[config.mk]
export PLATFORM = sky130hd
export DESIGN_NAME = manch_stream_gen
export DESIGN_NICKNAME = d
export VERILOG_FILES = /design/src/rtl/mse_pkg.sv /design/src/rtl/mse_payload_ram.sv /design/src/rtl/mse_half_timer.sv /design/src/rtl/mse_line_encoder.sv /design/src/rtl/manch_stream_gen.sv
export SDC_FILE = /design/constraint.sdc
export NUM_CORES = 1
export LEC_CHECK = 0
export CORE_MARGIN = 5
export CORE_UTILIZATION = 50
export DETAILED_ROUTE_END_ITERATION = 8
export DONT_BUFFER_PORTS = 1
export PLACE_DENSITY = 0.68
export SYNTH_ARGS = -nofsm -noshare
export SYNTH_HDL_FRONTEND = slang
export SYNTH_SLANG_ARGS = --single-unit
[constraint.sdc]
create_clock -name clk -period 2.6 [get_ports clk]
set_clock_uncertainty 0.1 [all_clocks]
set_input_delay 0.52 -clock clk [delete_from_list [all_inputs] [get_ports clk]]
set_output_delay 0.52 -clock clk [all_outputs]
set_load 0.005 [all_outputs]
[src/rtl/mse_pkg.sv]
package mse_pkg;

    typedef enum logic [1:0] {
        ST_IDLE = 2'd0,
        ST_SEND = 2'd1,
        ST_GAP  = 2'd2
    } mse_state_e;

    typedef struct packed {
        logic clk_line;
        logic data_line;
    } mse_line_t;

    localparam mse_line_t LINE_IDLE = '{clk_line: 1'b1, data_line: 1'b0};

    // Level pair for one half of a bit: clock high early, low late;
    // data equals the bit early and its complement late.
    function automatic mse_line_t encode_half(input logic bit_val, input logic late_half);
        mse_line_t l;
        l.clk_line  = ~late_half;
        l.data_line = bit_val ^ late_half;
        return l;
    endfunction

endpackage

[src/rtl/mse_payload_ram.sv]
module mse_payload_ram #(
    parameter int WORD_W = 8,
    parameter int DEPTH  = 16,
    parameter int ADDR_W = 4
) (
    input  logic              clk,
    input  logic              we,
    input  logic [ADDR_W-1:0] waddr,
    input  logic [WORD_W-1:0] wdata,
    input  logic [ADDR_W-1:0] raddr,
    output logic [WORD_W-1:0] rdata
);

    logic [WORD_W-1:0] store [DEPTH];

    always_ff @(posedge clk) begin
        if (we) begin
            store[waddr] <= wdata;
        end
        rdata <= store[raddr];
    end

endmodule

[src/rtl/mse_half_timer.sv]
module mse_half_timer #(
    parameter int DIV_W = 16
) (
    input  logic             clk,
    input  logic             rst,
    input  logic             run,
    input  logic [DIV_W-1:0] div,
    output logic             half_end
);

    logic [DIV_W-1:0] cnt;

    assign half_end = run && (cnt == div - 1'b1);

    always_ff @(posedge clk) begin
        if (rst || !run) begin
            cnt <= '0;
        end else if (half_end) begin
            cnt <= '0;
        end else begin
            cnt <= cnt + 1'b1;
        end
    end

endmodule

[src/rtl/mse_line_encoder.sv]
module mse_line_encoder
    import mse_pkg::*;
(
    input  logic sending,
    input  logic bit_val,
    input  logic late_half,
    output logic ser_clk,
    output logic ser_data
);

    mse_line_t line;

    always_comb begin
        line     = sending ? encode_half(bit_val, late_half) : LINE_IDLE;
        ser_clk  = line.clk_line;
        ser_data = line.data_line;
    end

endmodule

[src/rtl/manch_stream_gen.sv]
module manch_stream_gen
    import mse_pkg::*;
#(
    parameter int WORD_W = 8,
    parameter int DEPTH  = 16,
    parameter int DIV_W  = 16,
    parameter int GAP_W  = 16,
    localparam int ADDR_W = (DEPTH > 1) ? $clog2(DEPTH) : 1,
    localparam int LEN_W  = $clog2(DEPTH + 1)
) (
    input  logic              clk,
    input  logic              rst,
    input  logic              wr_en,
    input  logic [ADDR_W-1:0] wr_addr,
    input  logic [WORD_W-1:0] wr_data,
    input  logic              start,
    input  logic              repeat_en,
    input  logic [LEN_W-1:0]  frame_len,
    input  logic [DIV_W-1:0]  half_div,
    input  logic [GAP_W-1:0]  gap_cycles,
    output logic              ser_clk,
    output logic              ser_data,
    output logic              busy
);

    localparam int BIT_W = (WORD_W > 1) ? $clog2(WORD_W) : 1;

    mse_state_e        state;
    logic              late_half;
    logic [BIT_W-1:0]  bit_idx;
    logic [LEN_W-1:0]  word_idx;
    logic [LEN_W-1:0]  len_q;
    logic [DIV_W-1:0]  div_q;
    logic [GAP_W-1:0]  gap_q;
    logic [GAP_W-1:0]  gap_cnt;
    logic [WORD_W-1:0] shift_q;
    logic [WORD_W-1:0] rd_word;
    logic [ADDR_W-1:0] rd_addr;
    logic              half_end;
    logic              start_ok;
    logic              last_bit;
    logic              last_word;

    // Address to prefetch after word idx has been taken into the shifter.
    function automatic logic [ADDR_W-1:0] addr_after(input logic [LEN_W-1:0] idx,
                                                     input logic [LEN_W-1:0] len);
        logic [LEN_W-1:0] nxt;
        nxt = idx + 1'b1;
        if (nxt == len) begin
            return '0;
        end
        return ADDR_W'(nxt);
    endfunction

    mse_payload_ram #(
        .WORD_W (WORD_W),
        .DEPTH  (DEPTH),
        .ADDR_W (ADDR_W)
    ) u_ram (
        .clk   (clk),
        .we    (wr_en),
        .waddr (wr_addr),
        .wdata (wr_data),
        .raddr (rd_addr),
        .rdata (rd_word)
    );

    mse_half_timer #(
        .DIV_W (DIV_W)
    ) u_timer (
        .clk      (clk),
        .rst      (rst),
        .run      (state == ST_SEND),
        .div      (div_q),
        .half_end (half_end)
    );

    mse_line_encoder u_enc (
        .sending   (state == ST_SEND),
        .bit_val   (shift_q[WORD_W-1]),
        .late_half (late_half),
        .ser_clk   (ser_clk),
        .ser_data  (ser_data)
    );

    assign busy      = (state != ST_IDLE);
    assign start_ok  = (state == ST_IDLE) && start && (frame_len != '0)
                       && (frame_len <= LEN_W'(DEPTH)) && (half_div != '0);
    assign last_bit  = (bit_idx == BIT_W'(WORD_W - 1));
    assign last_word = (word_idx == len_q - 1'b1);

    always_ff @(posedge clk) begin
        if (rst) begin
            state     <= ST_IDLE;
            late_half <= 1'b0;
            bit_idx   <= '0;
            word_idx  <= '0;
            len_q     <= '0;
            div_q     <= '0;
            gap_q     <= '0;
            gap_cnt   <= '0;
            shift_q   <= '0;
            rd_addr   <= '0;
        end else begin
            case (state)
                ST_IDLE: begin
                    if (start_ok) begin
                        div_q     <= half_div;
                        len_q     <= frame_len;
                        gap_q     <= gap_cycles;
                        shift_q   <= rd_word;
                        rd_addr   <= addr_after('0, frame_len);
                        word_idx  <= '0;
                        bit_idx   <= '0;
                        late_half <= 1'b0;
                        state     <= ST_SEND;
                    end
                end
                ST_SEND: begin
                    if (half_end) begin
                        if (!late_half) begin
                            late_half <= 1'b1;
                        end else begin
                            late_half <= 1'b0;
                            if (!last_bit) begin
                                bit_idx <= bit_idx + 1'b1;
                                shift_q <= shift_q << 1;
                            end else begin
                                bit_idx <= '0;
                                if (!last_word) begin
                                    word_idx <= word_idx + 1'b1;
                                    shift_q  <= rd_word;
                                    rd_addr  <= addr_after(word_idx + 1'b1, len_q);
                                end else begin
                                    word_idx <= '0;
                                    if (!repeat_en) begin
                                        state <= ST_IDLE;
                                    end else if (gap_q == '0) begin
                                        shift_q <= rd_word;
                                        rd_addr <= addr_after('0, len_q);
                                    end else begin
                                        gap_cnt <= '0;
                                        state   <= ST_GAP;
                                    end
                                end
                            end
                        end
                    end
                end
                ST_GAP: begin
                    if (gap_cnt == gap_q - 1'b1) begin
                        if (repeat_en) begin
                            shift_q <= rd_word;
                            rd_addr <= addr_after('0, len_q);
                            state   <= ST_SEND;
                        end else begin
                            state <= ST_IDLE;
                        end
                    end else begin
                        gap_cnt <= gap_cnt + 1'b1;
                    end
                end
                default: state <= ST_IDLE;
            endcase
        end
    end

endmodule

==> results.txt, run 1 <==
status: finished, violations left
failing checks: setup timing
clk sink count: 228
slew at the pin closest to its max-slew limit: 792 ps
fill count: 1618
fraction of final layout cells sized beyond drive strength 1: 29.3%
Crit Path Class: reg -> reg
Distinct cells, synth: 64
Synth top cells by count: edfxtp_1, nand2_1, dfxtp_1
1st-iter DRT viols: 482
Synth Area per Inst: 11.6 µm²
worst setup margin: -197 ps
Final Hold Fails: 0
first-pass GRT wire length: 39800 µm
gr usage total: 20.0%
post-synthesis adder-cell area fraction: 1.64%
Rows: 53
Syn Inst Count: 920
area of the core: 21100 µm²
DRC viols: 0
Design Area, Final: 13200 µm²
Worst Hold Margin: 27.2 ps
post-detail-place hpwl: 16300 µm
Cell Area, Placed: 11700 µm²
GR peak layer: met2
main combinational cell family by area after synthesis: simple AND/OR/NAND/NOR gates
cell area power density: 760 nW/µm²
Pleak: 4.60 nW
maximum VDD drop: 0.626 mV
Layout area overhead: 23.7%
post-synth top area share: 35.9%
count of pins over their slew limit: 0
top-count cell post-synth: edfxtp_1
Final period util: 108%
Max transition margin: 47.0%
largest net degree at the start of global routing: 53
Synth area leader: edfxtp_1
IO buf count: 0
drt wl/cell: 18.4 µm
Final Wtd Congestion: 0.842
Crit Path Max Fanout: 7
DRT Wirelength: 24500 µm
CP Capture Type: register
CTS tree: done
FFs w/ async S/R, synth: 0%
complex-gate fraction of the synthesized area: 8.77%
fmax: 358 MHz
critical-path cell list: xor3_1 > nor3_2 > nand3_2 > or3_4 > nor4_4 > a21oi_4 > buf_6 > or4_1 > a21oi_1
Post-Synth XOR/XNOR Area: 6.03%
initial antenna violation count: 1
Net count, final: 1103
met3 Track Usage GR: 3.21%
Die Span Y: 156 µm
synthesized cell area: 10700 µm²
global-route met1 utilization: 25.9%
Setup-failing EPs final: 35
commonest register cell after synthesis: edfxtp_1
post-layout util: 62.8%
die area: 24400 µm²
R2R Setup Slk: -200 ps
crit path time final: 2800 ps
antenna-violating nets left: 0
slowest cell on the critical path: or4_1
maxcap violations: 0
H-tree depth: 1
top area cells in the synthesized netlist: edfxtp_1, dfxtp_1, mux4_2, nand2_1, a21oi_1
clock buffer count from CTS: 25
Via Count: 7708
post-synthesis mux area share: 9.81%
RSZ-0062 raised after global routing: yes
pre-CTS setup slack: -287 ps
initial core utilization: 50.8%
met2 Use GR: 34.8%
Slowest Stage Delay on Critical Path: 460 ps
Seq/Total Area, Yosys: 54.6%
Detailed Routing Iterations Pass 1: 5
CP required: 2960 ps
Power Total: 10.1 mW
Ports: 57
syn nets: 988
Post-synth EDFFs: 128
number of synthesized register bits: 228
GR Overflow Total: 0
Die W: 156 µm
synth warn: 0
later-pin clock latency in the skew report: 540 ps
number of global-route vias before repair: 7684
clock slew at reported path FFs: 70 ps
Critical Path Source Type: register
simple-gate share of the synthesized area: 16.3%
clk root buf: clkbuf_16
worst hold path type: in -> reg
Clock Tree Buf Depth: 3
post-DR vias/cell: 5.80
Worst Path Arrival: 3150 ps
final timing paths:
path          startpoint         end  cells after the start
min reg2reg   shift_q[0]  shift_q[0]                      2
max reg2reg     len_q[2]  gap_cnt[6]                      9
min          half_div[3]    div_q[3]                      2
max             len_q[2]  gap_cnt[6]                      9
registers in the layout, indices dropped and copies added (netlist names):
signal and flops:
state 2, u_timer.cnt 16, len_q 5, shift_q 8, u_ram.store 128, u_ram.rdata 8
word_idx 5, bit_idx 3, gap_cnt 16, div_q 16, late_half 1, gap_q 16
rd_addr 4
cell usage in the layout (no fill, tap or decap), types with 10 or more instances in the layout:
master,instances
edfxtp_1,128
ha_1,11
dfxtp_2,10
mux4_2,40
o21ai_0,19
xor2_1,28
nor2_1,45
nand4_1,18
nand2_1,103
a21oi_2,14
a21oi_1,62
mux2i_1,15
buf_6,13
nor4_1,12
xnor2_1,41
or3_1,10
and3_1,17
nand3_1,29
clkbuf_16,25
nor3_1,17
buf_4,110
inv_1,16
dfxtp_1,87
where the power goes:
group	internal, mW	total (mW)	switching (mW)
sequential	3.99	4.10	0.112
clock	2.03	3.52	1.49
combinational	1.21	2.45	1.24
logic make-up after synthesis:
family,after synthesis
AOI/OAI and AO/OA,153
DFF,228
and+or+nand+nor,326
buffers and inverters,72
xor gates and xnor gates,72
adders and majority gates,14
muxes,55
area by class of cell:
type	count	area [µm²]	share of cell area, %
Sequential cell	228	5870	44.3
Multi-Input combinational cell	620	4950	37.4
Timing Repair Buffer	138	1170	8.81
Clock buffer	30	654	4.94
Tap cell	275	344	2.60
Clock inverter	16	169	1.28
Inverter	22	88.8	0.671
Antenna cell	1	2.50	0.0189
per-layer routing:
metal | vias up | wire (µm)
met4 | 0 | 731
met3 | 47 | 1340
met5 | - | 0
li1 | 3682 | -
met2 | 211 | 12300
met1 | 3768 | 10100
metrics by stage:
| stage | instances | TNS [ps] |
|---|---|---|
| 2_1_floorplan | 920 | -303 |
| 3_3_place_gp | 1254 | -4290 |
| 3_5_place_dp | 1254 | -6480 |
| 4_1_cts | 1321 | -2700 |
| 5_1_grt | 1330 | -8810 |
| 6_report | 1330 | -3820 |
critical path: cells and delay by family, from the launching register on:
family / cells / cell delay, ps
buffers and inverters: 1 / 150
flip-flops: 1 / 330
AND/OR/NAND/NOR: 5 / 1470
AO/OA/AOI/OAI: 2 / 250
XOR/XNOR: 1 / 400
what timing repair did:
item                                    4_1_cts  5_1_grt
hold buffers                                 10        0
hold endpoints to repair                    180        0
resized for setup                            64       48
pin swaps                                    30       15
buffers inserted                              9        8
endpoints found under the setup margin       38       39
gates cloned                                  2        0
No activity file was read; power rests on OpenSTA's default activity.
==> run 2: changes to the inputs <==
--- a/config.mk
+++ b/config.mk
@@ -9,7 +9,6 @@
 export CORE_UTILIZATION = 50
 export DETAILED_ROUTE_END_ITERATION = 8
 export DONT_BUFFER_PORTS = 1
-export PLACE_DENSITY = 0.68
 export SYNTH_ARGS = -nofsm -noshare
 export SYNTH_HDL_FRONTEND = slang
 export SYNTH_SLANG_ARGS = --single-unit
==> constraint.sdc (replaced) <==
create_clock -name clk -period 3.2 [get_ports clk]
set_clock_uncertainty 0.1 [all_clocks]
set_input_delay 0.64 -clock clk [delete_from_list [all_inputs] [get_ports clk]]
set_output_delay 0.64 -clock clk [all_outputs]
set_load 0.005 [all_outputs]
==> run 2 against run 1 <==
The run now ends clean. Power is 24% lower. Worst setup slack better by 320 ps. Cell count is 7.6% lower. Combinational power is 36% lower. Cell area is 9.8% lower. Sequential share of layout area is 4.6 points higher. Hold slack better by 39 ps. Clock power is 22% lower. Die area stayed put. Highest routed layer unchanged.
==> results.txt, run 2 (synthesis gave the netlist of run 1 again) <==
fmax: 325 MHz
CP Capture Type: register
Layout area overhead: 11.6%
fraction of final layout cells sized beyond drive strength 1: 14.2%
1st-iter DRT viols: 537
later-pin clock latency in the skew report: 540 ps
clock buffer count from CTS: 25
Hold Buf Count CTS: 0
IO buf count: 0
die area: 24400 µm²
slew at the pin closest to its max-slew limit: 959 ps
GR Overflow Total: 0
antenna-violating nets left: 0
setup TNS: 0 ps
worst hold path type: in -> reg
count of pins over their slew limit: 0
Final Wtd Congestion: 0.844
DRT Wirelength: 24300 µm
Die W: 156 µm
commonest non-fill, non-tap cell in the layout: edfxtp_1
Final Hold Fails: 0
Critical Path Source Type: register
Via Count: 7313
Setup-failing EPs final: 0
Max transition margin: 35.8%
maximum VDD drop: 0.524 mV
Top reg by flops: u_ram.store
Final period util: 96.1%
post-DR vias/cell: 5.95
Die Span Y: 156 µm
H-tree depth: 1
Detailed Routing Iterations Pass 1: 5
clk sink count: 228
Rows: 53
status: complete, no violations
Crit Path Max Fanout: 11
crit path time final: 3070 ps
maxcap violations: 0
gr usage total: 19.7%
RSZ-0062 raised after global routing: no
Pleak: 3.97 nW
CTS tree: done
Worst Setup SP: div_q[1]
Worst Path Arrival: 3420 ps
clk root buf: clkbuf_16
Largest register FFs: 128
clock slew at reported path FFs: 60 ps
drt wl/cell: 19.8 µm
Inserted Diodes: 0
first-pass GRT wire length: 38600 µm
Crit Path Class: reg -> reg
DRC viols: 0
cell area power density: 641 nW/µm²
worst flop-to-flop path startpoint: div_q[1]
Ports: 57
Clock Tree Buf Depth: 3
number of global-route vias before repair: 7291
post-detail-place hpwl: 16600 µm
most frequent cells in the layout: edfxtp_1, nand2_1, dfxtp_1, a21oi_1, nor2_1
largest net degree at the start of global routing: 62
Net count, final: 1003
Cell Area, Placed: 11100 µm²
initial antenna violation count: 0
initial core utilization: 50.8%
CP required: 3540 ps
hold path start: rst
area of the core: 21100 µm²
Design Area, Final: 12000 µm²
[run 2: power by group]
group	switching, mW	internal (mW)	leakage, nW	total (mW)
Clock	1.17	1.56	0.384	2.73
Combinational	0.849	0.726	1.62	1.57
Sequential	0.110	3.24	1.97	3.35
Total	2.13	5.53	3.97	7.66
[run 2: per-stage QoR]
step	hold slack (ps)	worst slack (ps)	utilization, %	std cells	power (mW)
floorplan	348	367	-	920	4.61
global placement	357	105	52.8	1180	4.93
detailed placement	364	61.3	52.8	1180	4.98
CTS	46.6	11.4	56.4	1226	7.71
global route	53.4	4.03	56.7	1229	8.01
finish	66.4	126	56.7	1229	7.66
[run 2: timing repair]
item | in CTS | in global routing
resized for setup | 0 | 5
setup endpoints to repair | 0 | 23
buffers inserted | 0 | 3
[run 2: routing by layer]
metal / global-route usage (%) / vias to the layer above / part of all wire, %
met5: 0 / - / 0
met4: 6.36 / 0 / 2.9
met3: 4.31 / 56 / 5.8
met2: 34.3 / 186 / 50
met1: 24.4 / 3588 / 41
li1: - / 3483 / -
[run 2: path summary, 6_finish.rpt]
kind                               endpoint  slack, ps  depth (start not counted)
worst max-delay path            word_idx[4]        130                         12
worst min-delay path              gap_q[15]         70                          1
worst max register to register  word_idx[4]        130                         12
worst min register to register   shift_q[3]        370                          2
[run 2: area by class of cell]
cell class | count | area (µm²)
Clock inverter | 12 | 108
Clock buffer | 34 | 669
Tap cell | 275 | 344
Timing Repair Buffer | 38 | 323
Sequential cell | 228 | 5850
Inverter | 22 | 82.6
Multi-Input combinational cell | 620 | 4580
Fill cell | 1717 | 9140
[run 2: critical path, stage by stage (launching register included)]
cell and delay (ps):
dfxtp_1 430, inv_1 80, ha_1 230, nor3b_2 170, buf_4 170, a21oi_1 140, o32ai_1 100, o21ai_0 140
and4_1 320, buf_4 230, nand4b_1 190, or3_1 410, o31ai_1 280
==> run 3: changes to the inputs <==
--- a/config.mk
+++ b/config.mk
@@ -9,6 +9,7 @@
 export CORE_UTILIZATION = 50
 export DETAILED_ROUTE_END_ITERATION = 8
 export DONT_BUFFER_PORTS = 1
+export PLACE_DENSITY_LB_ADDON = 0.2
 export SYNTH_ARGS = -nofsm -noshare
 export SYNTH_HDL_FRONTEND = slang
 export SYNTH_SLANG_ARGS = --single-unit
==> run 3 against run 2 <==
Non-clock buffer count is 1 higher. Worst setup slack improved by 15 ps. First-iteration DRC count decreased by 23%. Core utilization rose by 0.58 points. Die area did not move. Critical endpoint is now bit_idx[1]. Power grew 3.4%. Sequential share of layout area is 0.50 points lower. Register-to-register slack is essentially flat. Clock-buffer cell count decreased by 2. Via count decreased by 2.6%. Cell area grew 1.0%. Combinational power hardly changed.
==> results.txt, run 3 (synthesis gave the netlist of run 1 again) <==
Die W: 156 µm
Die Span Y: 156 µm
commonest non-fill, non-tap cell in the layout: edfxtp_1
die area: 24400 µm²
Critical Path Source Type: register
Worst Path Arrival: 3420 ps
Crit Path Class: reg -> reg
Top reg by flops: u_ram.store
fill count: 1766
Net count, final: 1004
maxcap violations: 0
clock slew at reported path FFs: 60 ps
Detailed Routing Iterations Pass 1: 5
worst flop-to-flop path startpoint: div_q[0]
later-pin clock latency in the skew report: 530 ps
Via Count: 7125
initial antenna violation count: 0
IO buf count: 0
Worst Hold Margin: 78.9 ps
slew at the pin closest to its max-slew limit: 925 ps
clk root buf: clkbuf_16
initial core utilization: 50.8%
post-DR vias/cell: 5.80
multi-input logic area: 4600 µm²
number of global-route vias before repair: 7040
maximum VDD drop: 0.538 mV
clk sink count: 228
Largest register FFs: 128
fraction of final layout cells sized beyond drive strength 1: 15.1%
worst hold path type: in -> reg
placed cells: 1183
Rows: 53
CP required: 3560 ps
Crit Path Max Fanout: 6
DRC viols: 0
Reg area: 5850 µm²
drt wl/cell: 18.4 µm
fmax: 327 MHz
Final Hold Fails: 0
gr usage total: 18.6%
hold path start: rst
Layout area overhead: 12.7%
GR Overflow Total: 0
clock buffer count from CTS: 25
antenna-violating nets left: 0
first-pass GRT wire length: 36800 µm
R2R Setup Slk: 140 ps
Clock Tree Buf Depth: 3
Setup-failing EPs final: 0
1st-iter DRT viols: 413
fin cells: 1229
crit path time final: 3060 ps
area of the core: 21100 µm²
most frequent cells in the layout: edfxtp_1, nand2_1, dfxtp_1, a21oi_1, nor2_1
Max transition margin: 38.1%
CTS tree: done
Inserted Diodes: 0
Worst Setup SP: div_q[0]
Final period util: 95.6%
status: complete, no violations
largest net degree at the start of global routing: 62
H-tree depth: 1
Final Wtd Congestion: 0.830
Ports: 57
CP Capture Type: register
DRT Wirelength: 22600 µm
cell area power density: 656 nW/µm²
post-detail-place hpwl: 15500 µm
count of pins over their slew limit: 0
Pleak: 4.03 nW
==> run 3: changes by cell type in the layout (fill, tap and decap cells not counted), sizes merged <==
cell      delta
buf          +1
bufinv       +3
clkbuf       -2
clkinv       -7
clkinvlp     +3
inv          +2
==> run 3: layer usage <==
layer / track usage (%) / vias to the layer above / part of all wire (%)
met5: 0 / - / 0
met4: 5.29 / 0 / 2.6
met3: 2.82 / 42 / 4.3
met2: 33.0 / 139 / 50
met1: 23.9 / 3461 / 43
li1: - / 3483 / -
==> run 3: worst max-delay path: stages (launching register included) <==
cell and delay, ps:
dfxtp_1 310, buf_4 150, nor4_4 440, and3_1 270, a211o_1 130, a32oi_1 200
nor2_1 450, a31oi_1 250, or4b_1 540, a21oi_1 150
==> run 3: stage by stage <==
stage	TNS [ps]	area [µm²]	utilization, %	setup WS (ps)	power (mW)
floorplan	0	10700	-	367	4.61
global placement	0	11100	52.8	204	4.94
detailed placement	0	11100	52.8	172	4.95
CTS	0	12000	57.0	160	7.99
global route	-345	12100	57.3	-61.2	8.31
finish	0	12100	57.3	140	7.92
==> run 3: timing repair <==
action | CTS | global route
gates resized for setup | 0 | 10
setup endpoints to repair | 0 | 29
setup buffers | 0 | 1
hold buffers | 0 | 0
==> run 3: layout make-up <==
cell class,count,share of cell area [%]
inverters,22,0.684
well taps,275,2.85
clock inverters,13,1.64
multi-input cells,620,38.1
repair buffers,39,2.66
clock buffers,32,5.65
flip-flops and latches,228,48.4
==> run 3: worst paths after layout <==
| check | end | cells after the start |
|---|---|---|
| worst max-delay path | bit_idx[1] | 9 |
| worst min-delay path | len_q[2] | 1 |
| worst max register to register | bit_idx[1] | 9 |
| worst min register to register | shift_q[6] | 2 |
==> run 3: power breakdown <==
part / internal (mW) / total, mW / switching (mW)
Clock: 1.85 / 3.02 / 1.17
Sequential: 3.24 / 3.35 / 0.108
Combinational: 0.731 / 1.55 / 0.817
